===== config.mk =====
export PLATFORM = sky130hd
export DESIGN_NAME = thermo_loop
export DESIGN_NICKNAME = d
export VERILOG_FILES = /design/src/rtl/thermo_pkg.sv /design/src/rtl/thermo_prescale.sv /design/src/rtl/thermo_control.sv /design/src/rtl/thermo_datapath.sv /design/src/rtl/thermo_loop.sv
export SDC_FILE = /design/constraint.sdc
export NUM_CORES = 1
export LEC_CHECK = 0
export CAP_MARGIN = 5
export CORE_MARGIN = 1
export CORE_UTILIZATION = 40
export CTS_BUF_LIST = sky130_fd_sc_hd__clkbuf_16
export DETAILED_ROUTE_END_ITERATION = 16
export PLACE_DENSITY_LB_ADDON = 0.12
export SLEW_MARGIN = 20
export SYNTH_ARGS = -nofsm -noshare
export SYNTH_HDL_FRONTEND = slang
export SYNTH_SLANG_ARGS = --single-unit

===== constraint.sdc =====
create_clock -name clk -period 5.9 [get_ports clk]
set_input_delay 0.885 -clock clk [delete_from_list [all_inputs] [get_ports clk]]
set_output_delay 0.885 -clock clk [all_outputs]
set_load 0.02 [all_outputs]

===== src/rtl/thermo_pkg.sv =====
package thermo_pkg;

  // Strobes from the control to the datapath: one plant step each.
  typedef struct packed {
    logic stepUp;
    logic stepDown;
  } plantStep_t;

  // Threshold results reported by the datapath to the control.
  typedef struct packed {
    logic coldHit;
    logic hotHit;
  } cmpFlags_t;

endpackage


===== src/rtl/thermo_prescale.sv =====
// Modulo-DIV counter that runs only while enabled. It emits one tick on
// the DIV-th enabled clock, and restarts from zero whenever it is disabled.
module thermo_prescale #(
  parameter int DIV = 4
) (
  input  logic clk,
  input  logic rst,
  input  logic en,
  output logic tick
);
  localparam int CNT_W = (DIV > 1) ? $clog2(DIV) : 1;
  localparam logic [CNT_W-1:0] LAST = CNT_W'(DIV - 1);

  logic [CNT_W-1:0] cnt;

  always_ff @(posedge clk) begin
    if (rst || !en)      cnt <= '0;
    else if (cnt == LAST) cnt <= '0;
    else                 cnt <= cnt + 1'b1;
  end

  assign tick = en && (cnt == LAST);
endmodule


===== src/rtl/thermo_control.sv =====
// Control side of the loop: the heater register and the two rate prescalers.
module thermo_control
  import thermo_pkg::*;
#(
  parameter int RISE_DIV = 4,
  parameter int FALL_DIV = 10
) (
  input  logic       clk,
  input  logic       rst,
  input  cmpFlags_t  flags,
  output logic       heaterOn,
  output plantStep_t step
);
  logic heatReg;
  logic riseTick;
  logic fallTick;

  // Dead-band decision: cold wins when both hit (not reachable with BAND>0).
  always_ff @(posedge clk) begin
    if (rst)               heatReg <= 1'b0;
    else if (flags.coldHit) heatReg <= 1'b1;
    else if (flags.hotHit)  heatReg <= 1'b0;
  end

  thermo_prescale #(.DIV(RISE_DIV)) risePre_i (
    .clk (clk),
    .rst (rst),
    .en  (heatReg),
    .tick(riseTick)
  );

  thermo_prescale #(.DIV(FALL_DIV)) fallPre_i (
    .clk (clk),
    .rst (rst),
    .en  (!heatReg),
    .tick(fallTick)
  );

  assign heaterOn      = heatReg;
  assign step.stepUp   = riseTick;
  assign step.stepDown = fallTick;
endmodule


===== src/rtl/thermo_datapath.sv =====
// Datapath side: plant temperature register and widened threshold compares.
module thermo_datapath
  import thermo_pkg::*;
#(
  parameter int TEMP_W  = 7,
  parameter int BAND    = 2,
  parameter int AMBIENT = 10
) (
  input  logic                     clk,
  input  logic                     rst,
  input  logic signed [TEMP_W-1:0] setPoint,
  input  plantStep_t               step,
  output logic signed [TEMP_W-1:0] measTemp,
  output cmpFlags_t                flags
);
  localparam int WIDE_W = TEMP_W + 1;
  localparam logic signed [TEMP_W-1:0] T_MAX  = TEMP_W'((1 << (TEMP_W - 1)) - 1);
  localparam logic signed [TEMP_W-1:0] AMB_V  = TEMP_W'(AMBIENT);
  localparam logic signed [WIDE_W-1:0] BAND_W = WIDE_W'(BAND);

  logic signed [TEMP_W-1:0] tempReg;
  logic signed [WIDE_W-1:0] spWide;
  logic signed [WIDE_W-1:0] tempWide;
  logic signed [WIDE_W-1:0] lowThr;
  logic signed [WIDE_W-1:0] highThr;

  always_ff @(posedge clk) begin
    if (rst)
      tempReg <= AMB_V;
    else if (step.stepUp && (tempReg != T_MAX))
      tempReg <= tempReg + 1'b1;
    else if (step.stepDown && (tempReg > AMB_V))
      tempReg <= tempReg - 1'b1;
  end

  always_comb begin
    spWide   = {setPoint[TEMP_W-1], setPoint};
    tempWide = {tempReg[TEMP_W-1], tempReg};
    lowThr   = spWide - BAND_W;
    highThr  = spWide + BAND_W;
    flags.coldHit = (tempWide <= lowThr);
    flags.hotHit  = (tempWide >= highThr);
  end

  assign measTemp = tempReg;
endmodule


===== src/rtl/thermo_loop.sv =====
// Thin top: joins the control and the datapath into a closed loop.
module thermo_loop
  import thermo_pkg::*;
#(
  parameter int TEMP_W   = 7,
  parameter int BAND     = 2,
  parameter int AMBIENT  = 10,
  parameter int RISE_DIV = 4,
  parameter int FALL_DIV = 10
) (
  input  logic              clk,
  input  logic              rst,
  input  logic [TEMP_W-1:0] setPoint,
  output logic              heaterOn,
  output logic [TEMP_W-1:0] measTemp
);
  plantStep_t stepBus;
  cmpFlags_t  flagBus;
  logic signed [TEMP_W-1:0] tempSig;

  thermo_control #(
    .RISE_DIV(RISE_DIV),
    .FALL_DIV(FALL_DIV)
  ) ctrl_i (
    .clk     (clk),
    .rst     (rst),
    .flags   (flagBus),
    .heaterOn(heaterOn),
    .step    (stepBus)
  );

  thermo_datapath #(
    .TEMP_W (TEMP_W),
    .BAND   (BAND),
    .AMBIENT(AMBIENT)
  ) dp_i (
    .clk     (clk),
    .rst     (rst),
    .setPoint($signed(setPoint)),
    .step    (stepBus),
    .measTemp(tempSig),
    .flags   (flagBus)
  );

  assign measTemp = tempSig;
endmodule


==> metrics.csv, run 1 <==
stage,metric,value,unit
sta,finalMaxSlewViolations,0,
sta,finalHoldViolCount,0,
power,ir_drop,0.0001321,V
synthesis,post-synth-top-count-cell,ha_1,
sta,worst_pin_slew,0.5715,ns
drt,dr.pass1.iters,4,
sta,fmax,0.3324,GHz
grt,gr-usage-met3,4.176,%
synthesis,syn_area,1286,µm²
grt,antenna_found_initial,0,
synthesis,syn_area_per_cell,8.632,µm²
sta,skew,0.002159,ns
critical_path,endpoint_kind,flop,
critical_path,reg2regPathDepth,8,
critical_path,critPathMaxFanout,12,
drt,drt_wl_total,2.902,mm
sta,finalSetupViolCount,0,
critical_path,crit_required,6.06,ns
critical_path,worst-setup-path-type,reg2reg,
cts,clkTransAtPathRegs,0.04,ns
flow_run,drv_cap,0,
sta,fin_crit,3.008,ns
die,coreArea,3053,µm²
grt,overflow,0,
synthesis,ys.flop_type,dfxtp_1,
run_status,status,"complete, no violations",
critical_path,cp.arrival,3.17,ns
placement,post-place-cells,206,
synthesis,netlist.top_cell.by_area,ha_1,
critical_path,crit_start,dp_i.measTemp[1],
grt,grt_max_degree,13,
cts,cts.sinks,14,
placement,numPortBuffers,16,
placement,dp.final_hpwl,2.257,mm
finish,layout.cells.non_filler,209,
power,power_density,170.6,nW/µm²
drt,vias,1139,
cts,cts_tree,yes,
synthesis,synth_top_cells_by_area,"ha_1 (24%), dfxtp_1 (22%), xnor2_1 (5.4%)",
cts,hold_buffers,0,
die,die_h,58.71,µm
grt,use_met2,34.98,%
grt,grt_pass1_vias,1143,
drt,viasPerCell,5.450,
synthesis,yosysTopAreaCellShare,24.32,%
sta,slew_headroom,61.79,%
die,rows,20,
finish,area_growth,21.69,%
grt,grtUsageTotal,19.24,%
cts,postCtsSetupBuffers,0,
critical_path,endpoint,dp_i.measTemp[6],
sta,rsz0062_at_grt,false,
critical_path,r2r-start,dp_i.measTemp[1],
cts,post_cts_resize_count,0,
cts,cts_buffers,3,
cts,clock_latency,0.24,ns
drt,drt_iter0_markers,31,
sta,fin_tns_setup,0,ns
synthesis,syn-num-nets,184,
drt,ant_nets,0,
critical_path,regToRegSetupSlack,2.89,ns
drt,drc,0,
finish,fin_util,51.27,%
finish,final_nets,202,
critical_path,start_kind,flop,
drt,wl_per_cell,13.89,µm
synthesis,synthesis.instances,149,
synthesis,postSynth.asyncResetShare,0,%
finish,nFillCells,315,
synthesis,ys_seq_area_share,21.79,%
synthesis,yosysUniqueCellTypes,36,
grt,grt_pass1_wl,5.099,mm
die,initial_core_util,42.13,%
grt,grt_busiest_layer,met2,
die,die_width,58.71,µm
cts,clock-root-buffer,clkbuf_16,
cts,h-tree-depth,1,
finish,drive_gt1_share,5.455,%
sta,finalCritPeriodShare,50.99,%
placement,gp_congestion,0.7958,
synthesis,synth_edf_count,0,
finish,n_antenna_cell,0,
worst_hold_path,hold_path.class,reg2reg,
cts,clockBufferDepth,2,
grt,grt_use_met1,24.02,%
power,leakagePower,0.0006275,µW
die,dieArea,3446,µm²
synthesis,synth_common_cells,"ha_1 (25), dfxtp_1 (14), nand3_1 (12), inv_1 (10), nor2_1 (10)",
die,pin_count,17,
synthesis,synth-seq-cells,14,
synthesis,yosys_warnings,0,
critical_path,r2r-end,dp_i.measTemp[6],
## how the worst min path moves through the flow
stage,start,endpoint,slack [ns],cells past startpoint
after floorplan,ctrl_i.risePre_i.cnt[0],ctrl_i.risePre_i.cnt[0],0.40,1
after global placement,ctrl_i.risePre_i.cnt[0],ctrl_i.risePre_i.cnt[0],0.41,1
after detailed placement,ctrl_i.risePre_i.cnt[0],ctrl_i.risePre_i.cnt[0],0.43,1
after CTS,ctrl_i.risePre_i.cnt[0],ctrl_i.risePre_i.cnt[0],0.43,1
after global routing,ctrl_i.risePre_i.cnt[0],ctrl_i.risePre_i.cnt[0],0.45,1
final,ctrl_i.risePre_i.cnt[0],ctrl_i.risePre_i.cnt[0],0.43,1
## cells by family (layout without fill, tap and decap cells)
family                     after synthesis  in the layout  synth area share (%)
muxes                                    1              1                 1.167
and+or+nand+nor                         47             47                 19.16
buffers and inverters                   13             29                 3.794
AOI/OAI and AO/OA                       35             35                 19.36
xor gates and xnor gates                13             13                 8.852
DFF                                     14             14                 21.79
adders and majority gates               26             26                 25.88
## sequential cells by signal (all words and copies together) (netlist names)
name,flops
dp_i.measTemp,7
ctrl_i.fallPre_i.cnt,4
ctrl_i.risePre_i.cnt,2
ctrl_i.heaterOn,1
## where the power goes
group,internal [µW],switching (µW),leakage [µW],total (µW)
Sequential,97.8,2.72,0.000114,100
Combinational,20.0,21.6,0.000477,41.6
Clock,88.4,36.6,0.0000370,125
## metal layers
metal | share of wire [%] | wire length (µm)
met1 | 49 | 1414
met5 | 0 | 0
met3 | 3.1 | 89
met2 | 48 | 1384
met4 | 0.45 | 13
## worst max-delay path, cell delays in order, from the launching register on
cell and delay, ns:
dfxtp_1 0.55, nand4_1 0.16, o211ai_2 0.50, ha_1 0.40
a211oi_1 0.36, o21bai_1 0.13, a21oi_1 0.27, mux2_4 0.33
a211oi_2 0.21
## metrics by stage
step / setup WS [ns] / cell area (µm²) / hold slack, ns / power [µW]
floorplan: 3.235 / 1286 / 0.4033 / 129.4
global placement: 2.760 / 1490 / 0.4127 / 142.2
detailed placement: 2.668 / 1490 / 0.4276 / 143.5
CTS: 2.895 / 1565 / 0.4338 / 269.8
global route: 2.693 / 1565 / 0.4524 / 279.8
finish: 2.892 / 1565 / 0.4326 / 267.1
## final cells by class
class                      instances  area, µm²  share of cell area [%]
tap                               44      55.05                   3.517
clock buffer                       3      75.07                   4.796
timing repair buffer              16      160.2                   10.23
sequential                        14      280.3                   17.91
multi-input combinational        122      957.2                   61.15
inverter                          10      37.54                   2.398
## cell usage in the layout (no fill, tap or decap), drive strengths merged, types with 2 or more instances in the layout
cell	netlist	final
nor2	10	10
a21o	2	2
o211ai	5	5
o21ai	5	5
nand4	4	4
a21oi	7	7
clkdlybuf4s50	0	16
nand3	13	13
xnor2	8	8
ha	25	25
o21bai	4	4
clkbuf	3	3
nand3b	2	2
a211oi	5	5
inv	10	10
nand2	7	7
xor2	5	5
dfxtp	14	14
nor2b	3	3
nor3	4	4
No activity file was read; power rests on OpenSTA's default activity.
==> run 2: changes to the inputs <==
==> constraint.sdc (replaced) <==
create_clock -name clk -period 2.81 [get_ports clk]
set_input_delay 0.4215 -clock clk [delete_from_list [all_inputs] [get_ports clk]]
set_output_delay 0.4215 -clock clk [all_outputs]
set_load 0.02 [all_outputs]
==> run 2 against run 1 <==
Against the previous run: core utilization is 2.8 points higher; sequential power rose by 110%; cell count rose by 5.7%; clock power increased by 110%; register-to-register slack got worse by 2.6 ns; largest cell class unchanged.
==> metrics.csv, run 2 (same netlist as run 1, synthesis figures left out) <==
stage,metric,value,unit
drt,dr.pass1.iters,4,
drt,drt_iter0_markers,41,
flow_run,drv_cap,0,
grt,antenna_found_initial,0,
critical_path,reg2regPathDepth,8,
drt,ant_nets,0,
die,pin_count,17,
placement,gp_congestion,0.8025,
cts,cts_buffers,3,
grt,grt_pass1_vias,1149,
sta,fmax,0.3989,GHz
critical_path,critPathMaxFanout,4,
grt,grtUsageTotal,19.66,%
drt,drt_wl_total,2.979,mm
drt,vias,1172,
power,leakagePower,0.0006826,µW
drt,drc,0,
sta,finalSetupViolCount,0,
cts,clock_latency,0.24,ns
finish,final_cell_mix,"ha_1 (25), clkdlybuf4s50_1 (16), dfxtp_1 (14)",
grt,grt_pass1_wl,5.181,mm
die,dieArea,3446,µm²
sta,skew,0.001642,ns
sta,setup_slack,0.3034,ns
cts,postCtsSetupBuffers,0,
power,power,567.3,µW
die,initial_core_util,42.13,%
critical_path,crit_required,2.97,ns
sta,worst_pin_slew,0.4029,ns
critical_path,endpoint_kind,flop,
finish,n_antenna_cell,0,
grt,grt_max_degree,9,
cts,cts_tree,yes,
sta,fin_crit,2.507,ns
sta,finalHoldViolCount,0,
critical_path,r2r-end,dp_i.measTemp[6],
sta,fin_tns_setup,0,ns
critical_path,crit_start,ctrl_i.risePre_i.cnt[0],
finish,final_cell_area,1652,µm²
critical_path,regToRegSetupSlack,0.30,ns
placement,numPortBuffers,16,
die,die_width,58.71,µm
cts,cts.sinks,14,
placement,place_ws,0.1055,ns
finish,drive_gt1_share,11.30,%
cts,post_cts_resize_count,0,
critical_path,worst-setup-path-type,reg2reg,
placement,dp.final_hpwl,2.385,mm
drt,viasPerCell,5.303,
worst_hold_path,holdPathStages,1,
run_status,status,"complete, no violations",
finish,final_nets,213,
drt,wl_per_cell,13.48,µm
grt,overflow,0,
cts,clock-root-buffer,clkbuf_16,
die,rows,20,
finish,final_common_cell,ha_1,
die,die_h,58.71,µm
power,ir_drop,0.0002376,V
critical_path,r2r-start,ctrl_i.risePre_i.cnt[0],
cts,clkTransAtPathRegs,0.04,ns
sta,slew_headroom,72.45,%
sta,rsz0062_at_grt,false,
cts,hold_buffers,0,
sta,finalCritPeriodShare,89.20,%
finish,largest_reg_flops,7,
critical_path,start_kind,flop,
worst_hold_path,hold_path.class,reg2reg,
sta,finalMaxSlewViolations,0,
cts,h-tree-depth,1,
die,coreArea,3053,µm²
critical_path,endpoint,dp_i.measTemp[6],
finish,area_growth,28.40,%
cts,clockBufferDepth,2,
critical_path,cp.arrival,2.67,ns
placement,postPlaceCellArea,1573,µm²
power,power_density,343.5,nW/µm²
## run 2: cell types whose count changed in the layout (fill, tap and decap cells not counted)
cell / before / now
buf_4: 0 / 11
clkinv_1: 0 / 1
## run 2: area by class of cell
class	count	area, µm²
Fill cell	317	1401
Multi-Input combinational cell	122	957.2
Sequential cell	14	280.3
Timing Repair Buffer	27	242.7
Clock buffer	3	75.07
Tap cell	44	55.05
Inverter	10	37.54
Clock inverter	1	3.754
## run 2: worst max-delay path, stage by stage (launching register included)
cell and delay (ns):
dfxtp_1 0.33, ha_1 0.22, o211ai_2 0.17, fa_1 0.46
a211oi_1 0.30, o21bai_1 0.12, a21oi_1 0.30, mux2_4 0.34
a211oi_2 0.20
## run 2: worst min path at each step
| stage | start | slack (ns) | to |
|---|---|---|---|
| finish | ctrl_i.risePre_i.cnt[0] | 0.43 | ctrl_i.risePre_i.cnt[0] |
| global route | ctrl_i.risePre_i.cnt[0] | 0.47 | ctrl_i.risePre_i.cnt[0] |
| CTS | ctrl_i.risePre_i.cnt[0] | 0.44 | ctrl_i.risePre_i.cnt[0] |
| detailed placement | ctrl_i.risePre_i.cnt[0] | 0.43 | ctrl_i.risePre_i.cnt[0] |
| global placement | ctrl_i.risePre_i.cnt[0] | 0.41 | ctrl_i.risePre_i.cnt[0] |
| floorplan | ctrl_i.risePre_i.cnt[0] | 0.40 | ctrl_i.risePre_i.cnt[0] |
## run 2: power by group
group          internal [µW]  switching, µW
sequential               205           5.44
combinational           43.9           46.5
clock                    188           78.5
## run 2: layer usage
layer / GRT usage [%] / vias up / wire [µm]
met5: 0 / - / 0
met4: 2.041 / 0 / 13
met3: 3.956 / 2 / 88
met2: 33.99 / 19 / 1398
met1: 26.18 / 549 / 1479
li1: - / 602 / -
## run 2: stage by stage
step | std cells | hold WS [ns] | utilization [%]
global placement | 217 | 0.4129 | 51.52
global route | 221 | 0.4708 | 54.10
CTS | 221 | 0.4352 | 54.10
detailed placement | 217 | 0.4254 | 51.52
finish | 221 | 0.4319 | 54.10
floorplan | 149 | 0.4033 | -
==> run 3: changes to the inputs <==
--- a/config.mk
+++ b/config.mk
@@ -6,6 +6,7 @@
 export NUM_CORES = 1
 export LEC_CHECK = 0
 export CAP_MARGIN = 5
+export CORE_ASPECT_RATIO = 0.9
 export CORE_MARGIN = 1
 export CORE_UTILIZATION = 40
 export CTS_BUF_LIST = sky130_fd_sc_hd__clkbuf_16
==> run 3 against run 2 <==
Against the previous run: die area about the same; non-clock buffer count unchanged; combinational power decreased by 1%; core utilization decreased by 0.32 points; clock skew about the same; critical endpoint unchanged; highest routed layer unchanged; final area decreased by 0.15%; first-iteration DRC count increased by 4.9%; routed wire length increased by 2.4%.
==> metrics.csv, run 3 (same netlist as run 1, synthesis figures left out) <==
stage,metric,value,unit
critical_path,path_cells,ha_1 -> o211ai_2 -> fa_1 -> a211oi_1 -> o21bai_1 -> a21oi_1 -> mux2_4 -> a211oi_2,
critical_path,reg2regPathDepth,8,
die,die_h,55.80,µm
sta,worst_pin_slew,0.4153,ns
drt,wl_per_cell,13.93,µm
sta,fmax,0.4009,GHz
critical_path,cp_slowest_stage_delay,0.48,ns
grt,grt_pass1_wl,5.154,mm
placement,postPlaceCellArea,1570,µm²
placement,numPortBuffers,16,
cts,post_cts_resize_count,0,
worst_hold_path,holdPathStages,1,
power,ir_drop,0.0002300,V
cts,cts_buffers,3,
critical_path,worst-setup-path-type,reg2reg,
finish,final_nets,213,
drt,dr.pass1.iters,4,
critical_path,critPathMaxFanout,5,
sta,finalCritPeriodShare,88.76,%
sta,skew,0.001274,ns
cts,hold_buffers,0,
power,leakagePower,0.0006826,µW
die,coreArea,3067,µm²
placement,dp.final_hpwl,2.463,mm
drt,drt_iter0_markers,43,
finish,n_antenna_cell,0,
worst_hold_path,hold_path.class,reg2reg,
die,dieArea,3447,µm²
finish,final_common_cell,ha_1,
drt,vias,1160,
drt,drt_wl_total,3.050,mm
flow_run,drv_cap,0,
run_status,status,"complete, no violations",
cts,clock_latency,0.24,ns
grt,grtUsageTotal,20.10,%
sta,finalHoldViolCount,0,
sta,setup_slack,0.3159,ns
sta,finalMaxSlewViolations,0,
finish,largest_reg_flops,7,
sta,fin_tns_setup,0,ns
grt,grt_pass1_vias,1142,
cts,cts_tree,yes,
critical_path,crit_required,2.97,ns
critical_path,start_kind,flop,
critical_path,critPathSlowestCell,fa_1,
cts,clockBufferDepth,2,
finish,area_growth,28.21,%
critical_path,cp.arrival,2.66,ns
grt,grt_max_degree,9,
critical_path,endpoint_kind,flop,
placement,place_ws,0.07086,ns
cts,clkTransAtPathRegs,0.05,ns
placement,gp_congestion,0.8474,
drt,drc,0,
cts,cts.sinks,14,
die,die_width,61.78,µm
power,power_density,344.1,nW/µm²
finish,final_cell_mix,"ha_1 (25), clkdlybuf4s50_1 (16), dfxtp_1 (14)",
cts,postCtsSetupBuffers,0,
finish,final_cell_area,1649,µm²
die,rows,19,
cts,h-tree-depth,1,
sta,rsz0062_at_grt,false,
cts,clock-root-buffer,clkbuf_16,
sta,hold_ws,0.4272,ns
sta,fin_crit,2.494,ns
die,pin_count,17,
grt,antenna_found_initial,0,
grt,overflow,0,
drt,viasPerCell,5.297,
finish,drive_gt1_share,11.30,%
drt,ant_nets,0,
sta,slew_headroom,72.15,%
sta,finalSetupViolCount,0,
die,initial_core_util,41.94,%
run 3: area by class of cell:
type / count / area [µm²]
sequential: 14 / 280.3
inverter: 10 / 37.54
tap: 42 / 52.55
timing repair buffer: 27 / 242.7
clock buffer: 3 / 75.07
multi-input combinational: 122 / 957.2
clock inverter: 1 / 3.754
fill: 265 / 1418
run 3: final timing paths:
| kind | start | endpoint | slack (ns) |
|---|---|---|---|
| worst max-delay path | ctrl_i.risePre_i.cnt[0] | dp_i.measTemp[6] | 0.32 |
| worst max register to register | ctrl_i.risePre_i.cnt[0] | dp_i.measTemp[6] | 0.32 |
| worst min-delay path | ctrl_i.risePre_i.cnt[0] | ctrl_i.risePre_i.cnt[0] | 0.43 |
| worst min register to register | ctrl_i.risePre_i.cnt[0] | ctrl_i.risePre_i.cnt[0] | 0.43 |
run 3: metrics by stage:
stage / utilization [%] / std cells / power [µW]
6_report: 53.77 / 219 / 567.5
3_3_place_gp: 51.20 / 215 / 300.6
4_1_cts: 53.77 / 219 / 575.0
3_5_place_dp: 51.20 / 215 / 303.6
2_1_floorplan: - / 149 / 271.6
5_1_grt: 53.77 / 219 / 599.3
run 3: power breakdown:
| group | switching (µW) | total, µW | leakage [µW] | internal (µW) |
|---|---|---|---|---|
| combinational | 45.6 | 89.3 | 0.000530 | 43.7 |
| clock | 79.5 | 267 | 0.0000385 | 188 |
| sequential | 5.66 | 211 | 0.000114 | 205 |
| total | 131 | 567 | 0.000683 | 437 |
run 3: metal layers:
metal  up-vias  routed length [µm]  global-route usage [%]
met3         2                  67                   4.884
met1       541                1551                   27.98
met2        11                1424                   31.49
met5         -                   0                       0
met4         0                   6                   3.492
li1        606                   -                       -
run 3: worst max-delay path: cells and delay by family, from the launching register on:
family          cells  cell delay (ns)
flops               1             0.33
mux                 1             0.33
compound gates      5             1.04
fa+ha+maj           2             0.70
